`config.mk`:
```
export PLATFORM = sky130hd
export DESIGN_NAME = alsu_unit
export DESIGN_NICKNAME = d
export VERILOG_FILES = /design/src/rtl/alsu_pkg.sv /design/src/rtl/alsu_arith.sv /design/src/rtl/alsu_logic.sv /design/src/rtl/alsu_outmux.sv /design/src/rtl/alsu_unit.sv
export SDC_FILE = /design/constraint.sdc
export NUM_CORES = 1
export LEC_CHECK = 0
export ABC_AREA = 1
export BUFFER_PORTS_ARGS = -buffer_cell sky130_fd_sc_hd__buf_2
export CAP_MARGIN = 10
export CORE_MARGIN = 2
export CORE_UTILIZATION = 50
export DETAILED_ROUTE_END_ITERATION = 8
export GPL_TIMING_DRIVEN = 0
export PLACE_DENSITY = 0.9
export SLEW_MARGIN = 20
export SYNTH_ARGS = -nofsm -noshare
export SYNTH_HDL_FRONTEND = slang
export SYNTH_HIERARCHICAL = 1
export SYNTH_SLANG_ARGS = --single-unit
```
`constraint.sdc`:
```
create_clock -name vclk -period 6.4
set_input_delay 1.6 -clock vclk [all_inputs]
set_output_delay 1.6 -clock vclk [all_outputs]
set_load 0.03 [all_outputs]
```
`src/rtl/alsu_pkg.sv`:
```
package alsu_pkg;

   typedef enum logic [1:0] {
      PATH_ARITH = 2'b00,
      PATH_LOGIC = 2'b01,
      PATH_SHR   = 2'b10,
      PATH_SHL   = 2'b11
   } alsu_path_e;

   typedef enum logic [1:0] {
      BSEL_ZERO = 2'b00,
      BSEL_TRUE = 2'b01,
      BSEL_INV  = 2'b10,
      BSEL_ONES = 2'b11
   } alsu_bsel_e;

   typedef enum logic [1:0] {
      LOP_AND  = 2'b00,
      LOP_OR   = 2'b01,
      LOP_XOR  = 2'b10,
      LOP_NOTA = 2'b11
   } alsu_lop_e;

   localparam int unsigned SEL_W = 4;

endpackage

```
`src/rtl/alsu_arith.sv`:
```
module alsu_arith
   import alsu_pkg::*;
#(
   parameter int unsigned WIDTH = 8
) (
   input  logic [WIDTH-1:0] a_i,
   input  logic [WIDTH-1:0] b_i,
   input  logic [1:0]       var_i,
   input  logic             cin_i,
   output logic [WIDTH-1:0] sum_o,
   output logic             cout_o
);

   logic [WIDTH-1:0] y_op;
   logic [WIDTH:0]   carry;

   always_comb begin
      unique case (alsu_bsel_e'(var_i))
         BSEL_ZERO: y_op = '0;
         BSEL_TRUE: y_op = b_i;
         BSEL_INV:  y_op = ~b_i;
         BSEL_ONES: y_op = '1;
         default:   y_op = '0;
      endcase
   end

   assign carry[0] = cin_i;

   for (genvar i = 0; i < WIDTH; i++) begin : g_stage
      logic p_bit;
      assign p_bit      = a_i[i] ^ y_op[i];
      assign sum_o[i]   = p_bit ^ carry[i];
      assign carry[i+1] = (a_i[i] & y_op[i]) | (p_bit & carry[i]);
   end

   assign cout_o = carry[WIDTH];

endmodule

```
`src/rtl/alsu_logic.sv`:
```
module alsu_logic
   import alsu_pkg::*;
#(
   parameter int unsigned WIDTH = 8
) (
   input  logic [WIDTH-1:0] a_i,
   input  logic [WIDTH-1:0] b_i,
   input  logic [1:0]       op_i,
   output logic [WIDTH-1:0] res_o
);

   for (genvar i = 0; i < WIDTH; i++) begin : g_bit
      always_comb begin
         unique case (alsu_lop_e'(op_i))
            LOP_AND:  res_o[i] = a_i[i] & b_i[i];
            LOP_OR:   res_o[i] = a_i[i] | b_i[i];
            LOP_XOR:  res_o[i] = a_i[i] ^ b_i[i];
            LOP_NOTA: res_o[i] = ~a_i[i];
            default:  res_o[i] = 1'b0;
         endcase
      end
   end

endmodule

```
`src/rtl/alsu_outmux.sv`:
```
module alsu_outmux
   import alsu_pkg::*;
#(
   parameter int unsigned WIDTH = 8
) (
   input  logic [WIDTH-1:0] a_i,
   input  logic [WIDTH-1:0] arith_i,
   input  logic [WIDTH-1:0] logic_i,
   input  logic [1:0]       path_i,
   output logic [WIDTH-1:0] f_o
);

   localparam int unsigned TOP = WIDTH - 1;

   for (genvar i = 0; i < WIDTH; i++) begin : g_bit
      logic up_bit;
      logic dn_bit;

      if (i == TOP) begin : g_msb
         assign up_bit = 1'b0;
      end else begin : g_mid_hi
         assign up_bit = a_i[i+1];
      end

      if (i == 0) begin : g_lsb
         assign dn_bit = 1'b0;
      end else begin : g_mid_lo
         assign dn_bit = a_i[i-1];
      end

      always_comb begin
         unique case (alsu_path_e'(path_i))
            PATH_ARITH: f_o[i] = arith_i[i];
            PATH_LOGIC: f_o[i] = logic_i[i];
            PATH_SHR:   f_o[i] = up_bit;
            PATH_SHL:   f_o[i] = dn_bit;
            default:    f_o[i] = 1'b0;
         endcase
      end
   end

endmodule

```
`src/rtl/alsu_unit.sv`:
```
module alsu_unit
   import alsu_pkg::*;
#(
   parameter int unsigned WIDTH = 8
) (
   input  logic [WIDTH-1:0] a_i,
   input  logic [WIDTH-1:0] b_i,
   input  logic [3:0]       sel_i,
   input  logic             cin_i,
   output logic [WIDTH-1:0] f_o,
   output logic             cout_o,
   output logic             zero_o
);

   if (WIDTH < 2) begin : g_bad_width
      $error("alsu_unit: WIDTH must be at least 2");
   end
   if (SEL_W != 4) begin : g_bad_sel
      $error("alsu_unit: select width must be 4");
   end

   logic [1:0]       path;
   logic [1:0]       variant;
   logic [WIDTH-1:0] arith_res;
   logic [WIDTH-1:0] logic_res;
   logic             adder_cout;

   assign path    = sel_i[3:2];
   assign variant = sel_i[1:0];

   alsu_arith #(.WIDTH(WIDTH)) u_arith (
      .a_i    (a_i),
      .b_i    (b_i),
      .var_i  (variant),
      .cin_i  (cin_i),
      .sum_o  (arith_res),
      .cout_o (adder_cout)
   );

   alsu_logic #(.WIDTH(WIDTH)) u_logic (
      .a_i   (a_i),
      .b_i   (b_i),
      .op_i  (variant),
      .res_o (logic_res)
   );

   alsu_outmux #(.WIDTH(WIDTH)) u_mux (
      .a_i     (a_i),
      .arith_i (arith_res),
      .logic_i (logic_res),
      .path_i  (path),
      .f_o     (f_o)
   );

   assign cout_o = (alsu_path_e'(path) == PATH_ARITH) ? adder_cout : 1'b0;
   assign zero_o = ~|f_o;

endmodule

```
Word-level counts from Yosys, hierarchy flattened
Index checks and enable logic that the tools add are counted.
{"block": "op_classes", "mux": 18, "bitwise": 73, "eq_ne": 6, "reduce_logical": 4}
{"cell": "$pmux W1 S4", "count": 16}
{"cell": "$pmux W8 S4", "count": 1}
{"cell": "$and A1 B1 Y1", "count": 24}
{"cell": "$xor A1 B1 Y1", "count": 24}
{"cell": "$or A1 B1 Y1", "count": 16}
{"cell": "$eq A2 B2 Y1 const B", "count": 4}
{"cell": "$not A1 Y1", "count": 8}
{"cell": "$not A8 Y8", "count": 1}
{"cell": "$reduce_or A8 Y1", "count": 1}
{"cell": "$eq A2 B1 Y1 const B", "count": 2}
{"cell": "$logic_not A2 Y1", "count": 2}
{"cell": "$logic_not A1 Y1", "count": 1}
{"cell": "$mux W1", "count": 1}
{"block": "totals", "elab_cells": 101, "regBits": 0, "inputBits": 21}

Logic depth before layout (Yosys ltp)
{"block": "depth", "depth_word": 21, "mapped_depth": 19, "depth_no_buf": 19}

Cells and area by module
Netlist, hierarchy kept.
{"module": "alsu_logic", "cells_per_inst": 86, "area_each_um2": 558.0, "instances": 1, "seq_area_each_um2": 0.0}
{"module": "alsu_arith", "cells_per_inst": 50, "area_each_um2": 317.8, "instances": 1, "seq_area_each_um2": 0.0}
{"module": "alsu_outmux", "cells_per_inst": 45, "area_each_um2": 235.2, "instances": 1, "seq_area_each_um2": 0.0}
{"module": "alsu_unit", "cells_per_inst": 8, "area_each_um2": 33.8, "instances": 1, "seq_area_each_um2": 0.0}

Least setup slack after synthesis
Ideal clock, no wire load.
{"block": "synth_timing", "path_type": "in2out", "startpoint": "in sel_i[0]", "endpoint": "out zero_o", "setup_slack_ns": -0.598, "arrival_time_ns": 5.398, "n_path_buf": 0, "path_stages": 19, "t_required_ns": 4.800, "cell_sequence": "inv_2 -> nand2_1 -> nand2_1 -> fa_1 -> inv_1 -> fa_1 -> fa_1 -> fa_1 -> fa_1 -> fa_1 -> fa_1 -> inv_1 -> fa_1 -> inv_1 -> nand2_1 -> nand3_1 -> nor2_1 -> nand2_1 -> nor2_1"}
{"block": "synth_between", "elab_chain_len": 21}
{"element": "start: declaration", "line": "alsu_unit.sv:8", "text": "input logic [3:0] sel_i,"}
{"element": "$eq A2 B2 Y1, or another cell as far along", "line": "alsu_arith.sv:18", "text": "unique case (alsu_bsel_e'(var_i))"}
{"element": "$pmux W8 S4 *", "line": "alsu_arith.sv:18"}
{"element": "$xor A1 B1 Y1", "line": "alsu_arith.sv:31", "text": "assign p_bit = a_i[i] ^ y_op[i];"}
{"element": "$and A1 B1 Y1", "line": "alsu_arith.sv:33", "text": "assign carry[i+1] = (a_i[i] & y_op[i]) | (p_bit & carry[i]);"}
{"element": "$or A1 B1 Y1", "line": "alsu_arith.sv:33"}
{"element": "$and A1 B1 Y1", "line": "alsu_arith.sv:33"}
{"element": "$or A1 B1 Y1", "line": "alsu_arith.sv:33"}
{"element": "$and A1 B1 Y1", "line": "alsu_arith.sv:33"}
{"element": "(+7 left out)"}
{"element": "$and A1 B1 Y1", "line": "alsu_arith.sv:33"}
{"element": "$or A1 B1 Y1", "line": "alsu_arith.sv:33"}
{"element": "$xor A1 B1 Y1 *", "line": "alsu_arith.sv:32", "text": "assign sum_o[i] = p_bit ^ carry[i];"}
{"element": "net arith_res[7]", "line": "alsu_unit.sv:24", "text": "logic [WIDTH-1:0] arith_res;"}
{"element": "$pmux W1 S4 *", "line": "alsu_outmux.sv:32", "text": "unique case (alsu_path_e'(path_i))"}
{"element": "net f_o[7]", "line": "alsu_unit.sv:10", "text": "output logic [WIDTH-1:0] f_o,"}
{"element": "$reduce_or A8 Y1 *", "line": "alsu_unit.sv:56", "text": "assign zero_o = ~|f_o;"}
{"element": "$logic_not A1 Y1 *", "line": "alsu_unit.sv:56"}
{"element": "end: declaration", "line": "alsu_unit.sv:12", "text": "output logic zero_o"}
Mark *: on every way through the listed nets, which the timed path passes. The rest lies on a longest branch.

Worst setup path after layout
{"block": "layout_timing", "startpoint": "in sel_i[0]", "endpoint": "out zero_o"}
{"block": "layout_between", "elab_chain_len": 21}
{"element": "$eq A2 B2 Y1, or another cell as far along", "line": "alsu_arith.sv:18"}
{"element": "$pmux W8 S4 *", "line": "alsu_arith.sv:18"}
{"element": "$xor A1 B1 Y1", "line": "alsu_arith.sv:31"}
{"element": "$and A1 B1 Y1", "line": "alsu_arith.sv:33"}
{"element": "$or A1 B1 Y1", "line": "alsu_arith.sv:33"}
{"element": "$and A1 B1 Y1", "line": "alsu_arith.sv:33"}
{"element": "$or A1 B1 Y1", "line": "alsu_arith.sv:33"}
{"element": "$and A1 B1 Y1", "line": "alsu_arith.sv:33"}
{"element": "(+6 left out)"}
{"element": "$or A1 B1 Y1", "line": "alsu_arith.sv:33"}
{"element": "$and A1 B1 Y1", "line": "alsu_arith.sv:33"}
{"element": "$or A1 B1 Y1", "line": "alsu_arith.sv:33"}
{"element": "$xor A1 B1 Y1 *", "line": "alsu_arith.sv:32"}
{"element": "net arith_res[7]", "line": "alsu_unit.sv:24"}
{"element": "$pmux W1 S4 *", "line": "alsu_outmux.sv:32"}
{"element": "$reduce_or A8 Y1 *", "line": "alsu_unit.sv:56"}
{"element": "$logic_not A1 Y1 *", "line": "alsu_unit.sv:56"}
Marks and branches as above.

==> impl_results.html <==
<table>
<tr><th>Metric</th><th>Value</th></tr>
<tr><th colspan="2">Status</th></tr>
<tr><td>Run status</td><td>complete, but fails checks</td></tr>
<tr><td>Violated checks</td><td>setup timing</td></tr>
<tr><th colspan="2">Setup path</th></tr>
<tr><td>Largest stage delay on the critical path</td><td>0.41 ns</td></tr>
<tr><td>Kind of critical path</td><td>input port to primary output</td></tr>
<tr><td>Number of buffer and inverter instances along the worst setup path</td><td>6</td></tr>
<tr><td>Peak fanout along the critical path</td><td>2</td></tr>
<tr><td>Endpoint class of the critical path</td><td>primary output</td></tr>
<tr><td>Highest-delay cell along the critical path</td><td>fa_1</td></tr>
<tr><td>Crit path DAT</td><td>5.19 ns</td></tr>
<tr><td>Critical Path Start Type</td><td>input port</td></tr>
<tr><td>Ordered cell list for the critical path</td><td>buf_12 &gt; clkinv_8 &gt; nand2_4 &gt; nand2_2 &gt; fa_2 &gt; inv_2 &gt; fa_2 &gt; fa_2 &gt; fa_2 &gt; fa_2 &gt; fa_2 &gt; fa_2 &gt; inv_2 &gt; fa_1 &gt; inv_2 &gt; nand2_2 &gt; nand3_4 &gt; nor2_1 &gt; nand2_1 &gt; nor2_4 &gt; buf_6</td></tr>
<tr><td>Cell type group with the largest total delay on the critical path</td><td>adder cells</td></tr>
<tr><td>Most common cell on crit path</td><td>fa_2</td></tr>
<tr><td>Data required time at the worst endpoint</td><td>4.80 ns</td></tr>
<tr><th colspan="2">Logic synthesis</th></tr>
<tr><td>Commonest cells in the synthesized netlist</td><td>nand2_1 (52), inv_1 (41), nand3_1 (38), ha_1 (16), nand4_1 (14)</td></tr>
<tr><td>Register area share after synthesis</td><td>0%</td></tr>
<tr><td>Simple logic cell fraction of the synthesized area</td><td>47.4%</td></tr>
<tr><td>Distinct cell type count after synthesis</td><td>16</td></tr>
<tr><td>Synth Cell Area</td><td>1140 um^2</td></tr>
<tr><td>Synth top area cells</td><td>ha_1 (17%), nand2_1 (17%), nand3_1 (17%)</td></tr>
<tr><td>Post-synthesis mux area share</td><td>0%</td></tr>
<tr><td>Most frequent cell after synthesis</td><td>nand2_1</td></tr>
<tr><td>Syn_nets</td><td>approximately 230</td></tr>
<tr><td>Compound-gate portion of the synthesized area</td><td>0%</td></tr>
<tr><td>Syn Inst Count</td><td>around 190</td></tr>
<tr><td>Dominant combinational cell family by area after synthesis</td><td>simple AND/OR/NAND/NOR gates</td></tr>
<tr><td>Cell type with the largest total area after synthesis</td><td>ha_1</td></tr>
<tr><td>Warning count from the yosys run</td><td>6</td></tr>
<tr><td>Post-synthesis share of cell area spent on xor and xnor gates</td><td>0%</td></tr>
<tr><td>Post-Syn Area per Cell</td><td>6.06 um^2</td></tr>
<tr><td>Share of the synthesized area in the top cell type</td><td>17.5%</td></tr>
<tr><td>Synth Area in Adders</td><td>31.5%</td></tr>
<tr><th colspan="2">Power and ir drop</th></tr>
<tr><td>Clk network pwr share</td><td>0%</td></tr>
<tr><td>Switch share</td><td>just over 60%</td></tr>
<tr><td>Net load switching power</td><td>76.8 uW</td></tr>
<tr><td>Power Total</td><td>126 uW</td></tr>
<tr><td>Combinational fraction of design power</td><td>100.0%</td></tr>
<tr><td>Maximum resistive drop on vdd</td><td>between 0.05 and 0.06 mV</td></tr>
<tr><td>Static leakage</td><td>0.839 nW</td></tr>
<tr><td>Power density over cell area</td><td>84.3 nW/um^2</td></tr>
<tr><td>Relative contribution of sequential cells to total power</td><td>0%</td></tr>
<tr><td>Int Power</td><td>a little under 50 uW</td></tr>
<tr><th colspan="2">Cells and area</th></tr>
<tr><td>N_diodes</td><td>0</td></tr>
<tr><td>Fraction of layout cells with a size suffix above 1</td><td>29.5%</td></tr>
<tr><td>Register Area</td><td>0 um^2</td></tr>
<tr><td>FF+latch count</td><td>0</td></tr>
<tr><td>Final net count</td><td>around 270</td></tr>
<tr><td>Layout clock buffer count</td><td>0</td></tr>
<tr><td>Area grow syn2layout</td><td>30.7%</td></tr>
<tr><th colspan="2">STA</th></tr>
<tr><td>Post-layout worst setup margin</td><td>-0.385 ns</td></tr>
<tr><td>Unrepaired setup endpoints after global routing</td><td>yes</td></tr>
<tr><td>Shortest period the worst path allows</td><td>6.79 ns</td></tr>
<tr><td>Final slew viol count</td><td>0</td></tr>
<tr><td>Worst slew pin tran</td><td>around 0.36 ns</td></tr>
<tr><td>Share of the clock period used by the worst path</td><td>106%</td></tr>
<tr><td>Post-route setup TNS</td><td>-0.665 ns</td></tr>
<tr><td>Worst slack on hold paths</td><td>about 3.5 ns</td></tr>
<tr><td>Max-slew headroom at the worst pin</td><td>approximately three quarters</td></tr>
<tr><td>Setup violation total in the final timing report</td><td>2</td></tr>
<tr><td>Final count of hold timing violations</td><td>0</td></tr>
<tr><td>Max Clock Freq</td><td>147 MHz</td></tr>
<tr><th colspan="2">Floorplan</th></tr>
<tr><td>Starting utilization of the core area</td><td>a little over half</td></tr>
<tr><td>Die Wd</td><td>roughly 52 um</td></tr>
<tr><td>Total core area</td><td>~2200 um^2</td></tr>
<tr><td>Die Height</td><td>between 50 and 60 um</td></tr>
<tr><td>Top-level I/O count</td><td>31</td></tr>
<tr><td>Row Count</td><td>17</td></tr>
<tr><td>Die area</td><td>2690 um^2</td></tr>
<tr><th colspan="2">Detailed routing</th></tr>
<tr><td>Number of vias in the routed layout</td><td>1329</td></tr>
<tr><td>Number of iterations in the first detailed-routing pass</td><td>4</td></tr>
<tr><td>Total wire length after detailed routing</td><td>3.07 mm</td></tr>
<tr><td>DRC violation count after routing</td><td>0</td></tr>
<tr><td>Remaining antenna violation count</td><td>0</td></tr>
<tr><td>Vias per inst</td><td>5.27</td></tr>
<tr><td>Average detailed-routed wire length per instance</td><td>approximately 12 um</td></tr>
<tr><td>Starting DRT DRC Count</td><td>49</td></tr>
<tr><th colspan="2">Clocking</th></tr>
<tr><td>Number of buffers added to fix hold violations after cts</td><td>0</td></tr>
<tr><th colspan="2">Global routing</th></tr>
<tr><td>Overall Global Routing Usage</td><td>24.9%</td></tr>
<tr><td>Met1 usage</td><td>about a third</td></tr>
<tr><td>Number of antenna violations at the first check in global routing</td><td>0</td></tr>
<tr><td>Met2 Use GR</td><td>46.0%</td></tr>
<tr><td>Met3 capacity usage during global routing</td><td>1.15%</td></tr>
<tr><td>Wire length of the first global-routing pass</td><td>5.19 mm</td></tr>
<tr><td>Most used routing layer</td><td>met2</td></tr>
<tr><td>Pin count of the biggest net entering global routing</td><td>11</td></tr>
<tr><td>Remaining Overflow, GRT</td><td>0</td></tr>
<tr><td>Number of global-route vias before repair</td><td>1200</td></tr>
<tr><th colspan="2">Hold path</th></tr>
<tr><td>Worst min path class</td><td>input port to primary output</td></tr>
<tr><th colspan="2">Placed design</th></tr>
<tr><td>Final Wtd Congestion</td><td>0.862</td></tr>
<tr><td>Count of port buffers added during placement</td><td>31</td></tr>
<tr><td>Total half-perimeter wirelength after legalization and detailed placement</td><td>2.22 mm</td></tr>
<tr><th colspan="2">Run</th></tr>
<tr><td>Max_cap viols</td><td>0</td></tr>
</table>
-- final timing paths --
check     start  endpoint  slack (ns)  depth (start not counted)
max    sel_i[0]    zero_o       -0.39                         21
min    sel_i[3]    cout_o        3.51                          3
-- routing by layer --
layer	vias to the layer above	share of wire, %
met5	-	0
met4	0	0.33
met3	2	6.0
met2	46	52
met1	612	42
li1	669	-
-- per-stage QoR --
stage | instances | utilization [%] | cell area, um^2 | setup WS, ns
floorplan | 189 | - | 1170 | -0.167
global placement | 248 | 62.3 | 1370 | -0.566
detailed placement | 248 | 62.3 | 1370 | -0.650
CTS | 253 | 67.3 | 1470 | -0.412
global route | 252 | 68.3 | 1500 | -0.537
finish | 252 | 68.3 | 1500 | -0.385
-- logic make-up (layout without fill, tap and decap cells) --
family	after synthesis	after routing
buffers and inverters	51	86
AND/OR/NAND/NOR	114	114
adder cells (fa/ha/maj)	24	24
-- worst min-delay path, delay by kind of cell --
family        cells  cell delay [ns]
simple gates      1             0.05
buf+inv           2             0.25
-- layout make-up --
cell class / instances / area [um^2]
multi-input cells: 138 / 956
fillers: 192 / 694
repair buffers: 35 / 244
inverters: 45 / 194
plain buffers: 6 / 67.6
well taps: 28 / 35.0
-- repair_timing --
| item | CTS | global route |
|---|---|---|
| buffers inserted | 5 | 0 |
| cloned | 0 | 0 |
| endpoints found under the setup margin | 4 | 4 |
| gates resized for setup | 23 | 12 |
-- power groups by stage --
stage	clock network (mW)	registers, mW	logic, mW
global placement	0	0	0.109
floorplan	0	0	0.0777
CTS	0	0	0.124
detailed placement	0	0	0.113
finish	0	0	0.126
global route	0	0	0.142
-- cell usage in the layout (no fill, tap or decap), types with 5 or more instances in the layout --
| master | instances |
|---|---|
| nand4_1 | 14 |
| fa_2 | 7 |
| ha_1 | 16 |
| inv_1 | 37 |
| buf_4 | 5 |
| nand3_1 | 37 |
| buf_6 | 7 |
| buf_2 | 25 |
| nand2_1 | 48 |
(Power assumes the default switching activity.)
